--- config.mk ---
export PLATFORM = sky130hd
export DESIGN_NAME = stk_ctrl
export DESIGN_NICKNAME = d
export VERILOG_FILES = /design/src/rtl/stk_pkg.sv /design/src/rtl/stk_op_arb.sv /design/src/rtl/stk_addr_gen.sv /design/src/rtl/stk_ptr_regs.sv /design/src/rtl/stk_ctrl.sv
export SDC_FILE = /design/constraint.sdc
export NUM_CORES = 1
export LEC_CHECK = 0
export BUFFER_PORTS_ARGS = -buffer_cell sky130_fd_sc_hd__buf_2
export CORE_ASPECT_RATIO = 0.8
export CORE_MARGIN = 2
export CORE_UTILIZATION = 33
export DETAILED_ROUTE_END_ITERATION = 10
export PLACE_DENSITY = 0.64
export SYNTH_ARGS = -nofsm -noshare
export SYNTH_HDL_FRONTEND = slang
export SYNTH_SLANG_ARGS = --single-unit
export TNS_END_PERCENT = 50
--- constraint.sdc ---
create_clock -name clk -period 6.5 [get_ports clk]
set_input_delay 0.65 -clock clk [delete_from_list [all_inputs] [get_ports clk]]
set_output_delay 0.65 -clock clk [all_outputs]
set_load 0.05 [all_outputs]
--- src/rtl/stk_pkg.sv ---
package stk_pkg;

    typedef enum logic [1:0] {
        OP_IDLE = 2'd0,
        OP_PUSH = 2'd1,
        OP_POP  = 2'd2
    } stk_op_e;

endpackage

--- src/rtl/stk_op_arb.sv ---
module stk_op_arb
    import stk_pkg::*;
(
    input  logic    push_req,
    input  logic    pop_req,
    output stk_op_e op,
    output logic    clash
);

    always_comb begin
        clash = push_req && pop_req;
        if (push_req) begin
            op = OP_PUSH;
        end else if (pop_req) begin
            op = OP_POP;
        end else begin
            op = OP_IDLE;
        end
    end

endmodule

--- src/rtl/stk_addr_gen.sv ---
module stk_addr_gen
    import stk_pkg::*;
#(
    parameter int SP_W  = 8,
    parameter int EXT_W = 2,
    parameter int ESP_W = 8,
    localparam int ADDR_W = SP_W + EXT_W
) (
    input  stk_op_e           op,
    input  logic              ext_mode,
    input  logic [SP_W-1:0]   sp_cur,
    input  logic [ESP_W-1:0]  esp_cur,
    output logic [SP_W-1:0]   sp_nx,
    output logic [ESP_W-1:0]  esp_nx,
    output logic [ADDR_W-1:0] addr,
    output logic              access
);

    logic [SP_W-1:0]  sp_inc;
    logic [SP_W-1:0]  sp_dec;
    logic [SP_W-1:0]  acc_sp;
    logic [EXT_W-1:0] bank;
    logic [EXT_W-1:0] bank_up;
    logic [EXT_W-1:0] bank_dn;

    always_comb begin
        sp_inc  = sp_cur + 1'b1;
        sp_dec  = sp_cur - 1'b1;
        bank_up = esp_cur[EXT_W-1:0] + 1'b1;
        bank_dn = esp_cur[EXT_W-1:0] - 1'b1;
        sp_nx   = sp_cur;
        esp_nx  = esp_cur;
        acc_sp  = sp_cur;
        access  = 1'b0;
        case (op)
            OP_PUSH: begin
                access = 1'b1;
                sp_nx  = sp_inc;
                acc_sp = sp_inc;
                if (ext_mode && (sp_inc == '0)) begin
                    esp_nx = {esp_cur[ESP_W-1:EXT_W], bank_up};
                end
            end
            OP_POP: begin
                access = 1'b1;
                sp_nx  = sp_dec;
                acc_sp = sp_cur;
                if (ext_mode && (sp_dec == '1)) begin
                    esp_nx = {esp_cur[ESP_W-1:EXT_W], bank_dn};
                end
            end
            default: ;
        endcase
        // push writes into the bank already advanced; pop reads the old bank
        bank = (op == OP_PUSH) ? esp_nx[EXT_W-1:0] : esp_cur[EXT_W-1:0];
        addr = ext_mode ? {bank, acc_sp} : {{EXT_W{1'b0}}, acc_sp};
    end

endmodule

--- src/rtl/stk_ptr_regs.sv ---
module stk_ptr_regs #(
    parameter int              SP_W      = 8,
    parameter int              ESP_W     = 8,
    parameter logic [SP_W-1:0] SP_RST    = 8'h07,
    parameter logic [ESP_W-1:0] ESP_RST  = 8'hFC
) (
    input  logic             clk,
    input  logic             rst_n,
    input  logic [SP_W-1:0]  sp_nx,
    input  logic [ESP_W-1:0] esp_nx,
    input  logic             sp_wr_en,
    input  logic [SP_W-1:0]  sp_wr_data,
    input  logic             esp_wr_en,
    input  logic [ESP_W-1:0] esp_wr_data,
    output logic [SP_W-1:0]  sp_q,
    output logic [ESP_W-1:0] esp_q
);

    typedef struct packed {
        logic [SP_W-1:0]  sp;
        logic [ESP_W-1:0] esp;
    } ptr_t;

    ptr_t ptr_d;
    ptr_t ptr_q;

    always_comb begin
        ptr_d.sp  = sp_wr_en  ? sp_wr_data  : sp_nx;
        ptr_d.esp = esp_wr_en ? esp_wr_data : esp_nx;
    end

    always_ff @(posedge clk or negedge rst_n) begin
        if (!rst_n) begin
            ptr_q.sp  <= SP_RST;
            ptr_q.esp <= ESP_RST;
        end else begin
            ptr_q <= ptr_d;
        end
    end

    assign sp_q  = ptr_q.sp;
    assign esp_q = ptr_q.esp;

endmodule

--- src/rtl/stk_ctrl.sv ---
module stk_ctrl
    import stk_pkg::*;
#(
    parameter int DATA_W = 8,
    parameter int SP_W   = 8,
    parameter int EXT_W  = 2,
    parameter int ESP_W  = 8,
    localparam int ADDR_W = SP_W + EXT_W
) (
    input  logic              clk,
    input  logic              rst_n,
    input  logic              ext_stack_en,
    input  logic              push_req,
    input  logic              pop_req,
    input  logic [DATA_W-1:0] push_data,
    input  logic              sp_wr_en,
    input  logic [SP_W-1:0]   sp_wr_data,
    input  logic              esp_wr_en,
    input  logic [ESP_W-1:0]  esp_wr_data,
    input  logic [DATA_W-1:0] mem_rdata,
    output logic              mem_en,
    output logic              mem_we,
    output logic              mem_sel_ext,
    output logic [ADDR_W-1:0] mem_addr,
    output logic [DATA_W-1:0] mem_wdata,
    output logic              pop_valid,
    output logic [DATA_W-1:0] pop_data,
    output logic              conflict_err,
    output logic [SP_W-1:0]   stk_ptr,
    output logic [ESP_W-1:0]  ext_ptr
);

    stk_op_e          op;
    logic             clash;
    logic [SP_W-1:0]  sp_nx;
    logic [ESP_W-1:0] esp_nx;
    logic             access;

    typedef struct packed {
        logic rd_pend;
        logic err;
    } stat_t;

    stat_t stat_d;
    stat_t stat_q;

    stk_op_arb u_arb (
        .push_req (push_req),
        .pop_req  (pop_req),
        .op       (op),
        .clash    (clash)
    );

    stk_addr_gen #(
        .SP_W  (SP_W),
        .EXT_W (EXT_W),
        .ESP_W (ESP_W)
    ) u_addr (
        .op       (op),
        .ext_mode (ext_stack_en),
        .sp_cur   (stk_ptr),
        .esp_cur  (ext_ptr),
        .sp_nx    (sp_nx),
        .esp_nx   (esp_nx),
        .addr     (mem_addr),
        .access   (access)
    );

    stk_ptr_regs #(
        .SP_W  (SP_W),
        .ESP_W (ESP_W)
    ) u_regs (
        .clk         (clk),
        .rst_n       (rst_n),
        .sp_nx       (sp_nx),
        .esp_nx      (esp_nx),
        .sp_wr_en    (sp_wr_en),
        .sp_wr_data  (sp_wr_data),
        .esp_wr_en   (esp_wr_en),
        .esp_wr_data (esp_wr_data),
        .sp_q        (stk_ptr),
        .esp_q       (ext_ptr)
    );

    always_comb begin
        mem_en         = access;
        mem_we         = (op == OP_PUSH);
        mem_sel_ext    = ext_stack_en;
        mem_wdata      = push_data;
        stat_d.rd_pend = (op == OP_POP);
        stat_d.err     = clash;
    end

    always_ff @(posedge clk or negedge rst_n) begin
        if (!rst_n) begin
            stat_q <= '0;
        end else begin
            stat_q <= stat_d;
        end
    end

    assign pop_valid    = stat_q.rd_pend;
    assign pop_data     = mem_rdata;
    assign conflict_err = stat_q.err;

    p_push_step_r2: assert property (@(posedge clk) disable iff (!rst_n)
        push_req && !sp_wr_en |=> stk_ptr == SP_W'($past(stk_ptr) + 1'b1));

    p_we_only_push_r2: assert property (@(posedge clk) disable iff (!rst_n)
        mem_we |-> push_req && mem_en);

    p_classic_hold_r3: assert property (@(posedge clk) disable iff (!rst_n)
        !ext_stack_en && !esp_wr_en |=> ext_ptr == $past(ext_ptr));

    p_classic_addr_r3: assert property (@(posedge clk) disable iff (!rst_n)
        mem_en && !ext_stack_en |-> mem_addr[ADDR_W-1:SP_W] == '0);

    p_upper_keep_r5: assert property (@(posedge clk) disable iff (!rst_n)
        !esp_wr_en |=> ext_ptr[ESP_W-1:EXT_W] == $past(ext_ptr[ESP_W-1:EXT_W]));

    p_pop_step_r6: assert property (@(posedge clk) disable iff (!rst_n)
        pop_req && !push_req && !sp_wr_en |=> stk_ptr == SP_W'($past(stk_ptr) - 1'b1));

    p_pop_valid_r6: assert property (@(posedge clk) disable iff (!rst_n)
        pop_req && !push_req |=> pop_valid);

    p_sp_load_r8: assert property (@(posedge clk) disable iff (!rst_n)
        sp_wr_en |=> stk_ptr == $past(sp_wr_data));

    p_conflict_r9: assert property (@(posedge clk) disable iff (!rst_n)
        push_req && pop_req |=> conflict_err && !pop_valid);

    p_err_pulse_r9: assert property (@(posedge clk) disable iff (!rst_n)
        !(push_req && pop_req) |=> !conflict_err);

endmodule

After elaboration in Yosys (flattened, before gate mapping)
Cells that the tools add are included.
{"block": "word_totals", "word_cells": 30, "reg_bits": 18}
{"block": "op_classes", "add_sub_neg": 4, "eq_ne": 3, "n_mux": 12, "reduce_logical": 6}
{"cell": "8-bit one-hot mux with 2 select lines", "n": 2}
{"cell": "8-bit two-way mux", "n": 3}
{"cell": "10-bit two-way mux", "n": 1}
{"cell": "2-bit two-way mux", "n": 5}
{"cell": "8-bit by 1-bit adder with 8-bit output, second input constant", "n": 1}
{"cell": "8-bit equality test, second input constant", "n": 1}
{"cell": "8-bit zero test", "n": 1}
{"cell": "8-bit by 1-bit subtractor with 8-bit output, second input constant", "n": 1}
{"cell": "1-bit logical AND", "n": 3}
{"cell": "3-bit nonzero test", "n": 1}
{"cell": "2-bit by 1-bit adder with 2-bit output, second input constant", "n": 1}
{"cell": "2-bit by 1-bit equality test with 1-bit output, second input constant", "n": 1}
{"cell": "2-bit equality test, second input constant", "n": 1}
{"cell": "2-bit OR reduction", "n": 1}
{"cell": "2-bit by 1-bit subtractor with 2-bit output, second input constant", "n": 1}
{"cell": "1-bit two-way mux", "n": 1}

Depth between registers and ports, before layout
{"block": "logic_depth", "ltp_word": 7, "ltp_mapped": 9, "ltp_nobuf": 8}

By module
Synthesis repeated with hierarchy kept, for this count alone.
{"block": "unflattened", "hier_cells": 194, "hier_area_um2": 1778.0}
{"module": "stk_addr_gen", "cells_each": 136, "instances": 1, "area_per_inst_um2": 887.1}
{"module": "stk_ptr_regs", "cells_each": 34, "instances": 1, "area_per_inst_um2": 674.4}
{"module": "stk_ctrl", "cells_each": 21, "instances": 1, "area_per_inst_um2": 192.7}
{"module": "stk_op_arb", "cells_each": 3, "instances": 1, "area_per_inst_um2": 23.8}

Least setup slack after synthesis
Ideal clock, no wire load.
{"block": "synth_path", "kind": "register -> output", "startpoint": "register u_regs.ptr_q, in the netlist u_regs.sp_q[0]", "endpoint": "output mem_addr[9]", "path_slack_ns": 3.230, "path_stages_with_launch": 8, "n_path_buf": 1, "t_arrival_ns": 2.620, "cell_sequence": "dfstp_2 > buf_2 > nand2_1 > mux2_2 > nand4_1 > nor3b_1 > nand2_1 > mux2i_1"}
{"block": "synth_between", "elab_chain_cells": 7, "word_cells_on_any_way": 11, "cone_classes": "2 x add/sub; 1 x eq/ne; 5 x mux; 3 x reduce/logical"}
{"element": "start: declaration", "line_no": "stk_ptr_regs.sv:25", "rtl": "ptr_t ptr_q;"}
{"element": "start signal: assignment", "line_no": "stk_ptr_regs.sv:37", "rtl": "ptr_q <= ptr_d;"}
{"element": "8-bit by 1-bit subtractor with 8-bit output or 8-bit by 1-bit adder with 8-bit output (tied branches)", "line_no": "stk_addr_gen.sv:28, stk_addr_gen.sv:27"}
{"element": "8-bit equality test or 8-bit zero test (tied branches)", "line_no": "stk_addr_gen.sv:48, stk_addr_gen.sv:40"}
{"element": "1-bit logical AND (on tied branches)", "line_no": "stk_addr_gen.sv:48, stk_addr_gen.sv:40"}
{"element": "2-bit two-way mux (on tied branches)", "line_no": "stk_addr_gen.sv:48, stk_addr_gen.sv:40"}
{"element": "8-bit one-hot mux with 2 select lines *", "line_no": "stk_addr_gen.sv:35", "rtl": "case (op)"}
{"element": "2-bit two-way mux *", "line_no": "stk_addr_gen.sv:55", "rtl": "bank = (op == OP_PUSH) ? esp_nx[EXT_W-1:0] : esp_cur[EXT_W-1:0];"}
{"element": "10-bit two-way mux *", "line_no": "stk_addr_gen.sv:56", "rtl": "addr = ext_mode ? {bank, acc_sp} : {{EXT_W{1'b0}}, acc_sp};"}
{"element": "end: declaration", "line_no": "stk_ctrl.sv:24", "rtl": "output logic [ADDR_W-1:0] mem_addr,"}
Every way passes the cells marked *; elsewhere a longest branch is shown, timed or not. The select of a mux whose other input is x is not followed.

Worst setup path in the final report
{"block": "layout_path", "startpoint": "register u_regs.ptr_q, in the netlist u_regs.sp_q[0]", "endpoint": "output mem_addr[8]"}
The elaborated chain is that of the path after synthesis.

==> parameters.txt <==
Parameter                              Value

Outcome
  Result of the run    complete, no violations

Timing
  Actual transition at the worst max-transition pin    0.4210 ns
  Relative slew slack    0.7172
  Final hold vios    0
  Final setup slack of the worst path    3.409 ns
  Final worst clock skew    0.003855 ns
  Setup repair after global routing missed its margin    false
  Slew Limit Fails    0
  Period minus WS final    3.091 ns
  Fraction of the cycle the final worst path needs    0.4755
  Maximum achievable frequency    323.5 MHz
  Total setup violations reported at the end of the flow    0
  Post-route setup TNS    0 ns

Run
  Max-cap check violation count    0

CTS
  Cell chosen for the clock root    sky130_fd_sc_hd__clkbuf_8
  Clock-pin slew on the worst setup and hold paths    0.07 ns
  Number of buffers added by the clock tree synthesis step    3
  Number of H-tree branching levels    1
  Post-CTS setup buffers    0
  Hold-fix buffer count after cts    0
  Post-cts gate resize count    0
  Latest clock arrival within the worst-skew pair    0.26 ns
  Clock tree from TritonCTS    built
  Clock sink count    18
  CTS Buffer Depth    2

Logic synthesis
  Number of enable-type register cells in the synthesized netlist    0
  Net Count, Synth    203
  Netlist area before placement    1444 um^2
  Average instance area after synthesis    8.968 um^2
  Total number of yosys warnings    0
  Area leader, netlist    sky130_fd_sc_hd__dfstp_2
  Gate count of the mapped netlist    161
  Total of flip-flops plus latches after synthesis    18
  Share of synthesized flip-flops with an asynchronous set or reset    1.000
  Sequential element share of the synthesized area    0.3198
  Most used flip-flop cell after synthesis    sky130_fd_sc_hd__dfstp_2
  Share of the synthesized area in the top cell type    0.1638
  Cell types occupying the most area after synthesis    sky130_fd_sc_hd__dfstp_2, sky130_fd_sc_hd__dfrtp_1, sky130_fd_sc_hd__buf_4
  Library cells used by synthesis    39

Power and ir drop
  Areal power density over the cells    255.2 nW/um^2
  Power, Total    418.2 uW
  Largest voltage drop on the vdd net    128.6 uV
  Standby leakage power    0.7314 nW

Critical path
  Reg-to-Reg Start    u_regs.sp_q[0]
  Worst-path cell with the longest stage delay    sky130_fd_sc_hd__dfstp_2
  Worst Path Class, Setup    flip-flop to output port
  Worst EP required    5.85 ns
  Endpoint arrival time on the critical path    2.44 ns
  Capture instance of the worst register-to-register path    u_regs.esp_q[1]
  CP Max Fanout    9
  Chain of cells forming the critical path    ha_1 > and3_1 > a31oi_1 > nor3b_1 > xor2_1 > and2_1 > buf_2
  Worst reg2reg setup slack    4.33 ns
  Worst Setup End Kind    output port
  Path depth of the worst reg2reg path    7
  Slowest Stage Delay on Critical Path    0.65 ns
  Critical path startpoint category    flip-flop

GRT
  Global-route wire length before repair    5.023 mm
  Aggregate global-route resource usage    0.1284
  Initial antenna violation count    0
  Largest net degree at the start of global routing    20
  Number of global-route vias before repair    1079
  Total grt overflow    0

Detailed routing
  Drt total wl    3.006 mm
  Routed length per instance    12.27 um
  Number of optimization iterations in the first detailed-route pass    4
  Post-detailed-route DRC marker count    0
  Starting DRT DRC Count    30
  Vias    1142
  Antenna-violating nets left    0
  Ratio of routed vias to standard cells    4.661

Die
  Die outline height    63.17 um
  DIE AREA    4924 um^2
  # IOs    86
  Standard cell core area    4204 um^2
  Standard-cell rows    21
  Initial Util    0.3435
  Width of the die    77.96 um

Placed design
  Count of input and output buffers    53
  Placer congestion estimate    0.7762
  DPL Wire Length    2.305 mm
  Worst slack, placed    3.708 ns

Final layout
  Most frequent cells in the layout    sky130_fd_sc_hd__buf_2, sky130_fd_sc_hd__nand2_1, sky130_fd_sc_hd__o21ai_0, sky130_fd_sc_hd__xnor2_1
  Commonest non-fill, non-tap cell in the layout    sky130_fd_sc_hd__buf_2
  Final core utilization    0.3899
  Number of nets in the finished design    231
  Relative area change from synthesis to final layout    13.52%
  Antenna diode instance count    0
  Fraction of layout cells with a size suffix above 1    0.4309

Hold path
  Min-delay worst type    input pin to async pin
==> flip-flops by register name, indices dropped and copies added, names as in the netlist <==
register,count
pop_valid,1
conflict_err,1
u_regs.sp_q,8
u_regs.esp_q,8
==> critical path, delay by kind of cell, from the launching register on <==
family          cells  cell delay (ns)
fa+ha+maj           1             0.27
compound gates      1             0.12
simple gates        3             0.71
xor+xnor            1             0.17
buf+inv             1             0.25
flops               1             0.65
==> worst max path at each step <==
stage / from / end / slack (ns)
global route: u_regs.sp_q[0] / mem_addr[9] / 3.24
detailed placement: u_regs.sp_q[0] / mem_addr[8] / 3.71
global placement: u_regs.sp_q[0] / mem_addr[9] / 3.76
CTS: u_regs.sp_q[0] / mem_addr[8] / 3.40
floorplan: u_regs.sp_q[0] / mem_addr[9] / 3.23
finish: u_regs.sp_q[0] / mem_addr[8] / 3.41
==> through the flow <==
stage | hold WS, ns | cells | cell area (um^2)
2_1_floorplan | 0.3544 | 161 | 1444
3_3_place_gp | 0.6047 | 241 | 1584
3_5_place_dp | 0.6085 | 241 | 1584
4_1_cts | 0.3165 | 245 | 1639
5_1_grt | 0.3346 | 245 | 1639
6_report | 0.3091 | 245 | 1639
==> routing by layer <==
metal | share of wire | track usage | vias up | wire length, um
met5 | 0 | 0 | - | 0
met4 | 0.014 | 0.04825 | 0 | 41
met3 | 0.080 | 0.04298 | 7 | 241
met2 | 0.40 | 0.1864 | 38 | 1216
met1 | 0.50 | 0.1763 | 514 | 1507
li1 | - | - | 583 | -
==> Yosys cell counts, drive strengths merged, types with 3 or more instances <==
library cell and number:
nand2 20, buf 23, inv 4, ha 3, o21ai 13, nor2 4, dfrtp 9, clkbuf 7
xor2 7, xnor2 12, nand2b 3, dfstp 9, and2 4, nand3 6, mux2 9, nor3 3
==> power by group <==
group | internal, mW | switching [mW] | total, mW
Combinational | 0.0503 | 0.122 | 0.173
Clock | 0.0539 | 0.0402 | 0.0941
Sequential | 0.129 | 0.0224 | 0.151
Total | 0.233 | 0.185 | 0.418
==> cell type report <==
cell class	instances	area [um^2]
Sequential cell	18	461.7
Inverter	4	15.01
Fill cell	451	2565
Timing Repair Buffer	53	265.3
Multi-Input combinational cell	109	770.7
Tap cell	57	71.32
Clock buffer	4	55.05
==> cell families (layout without fill, tap and decap cells) <==
family,after synthesis,count (layout),share of synthesized area
flops,18,18,0.3198
xor+xnor,19,19,0.1153
mux,11,11,0.08406
fa+ha+maj,3,3,0.02600
simple gates,54,54,0.2080
compound gates,22,22,0.1005
buf+inv,34,61,0.1464
Power figures use the tool's default switching activity.
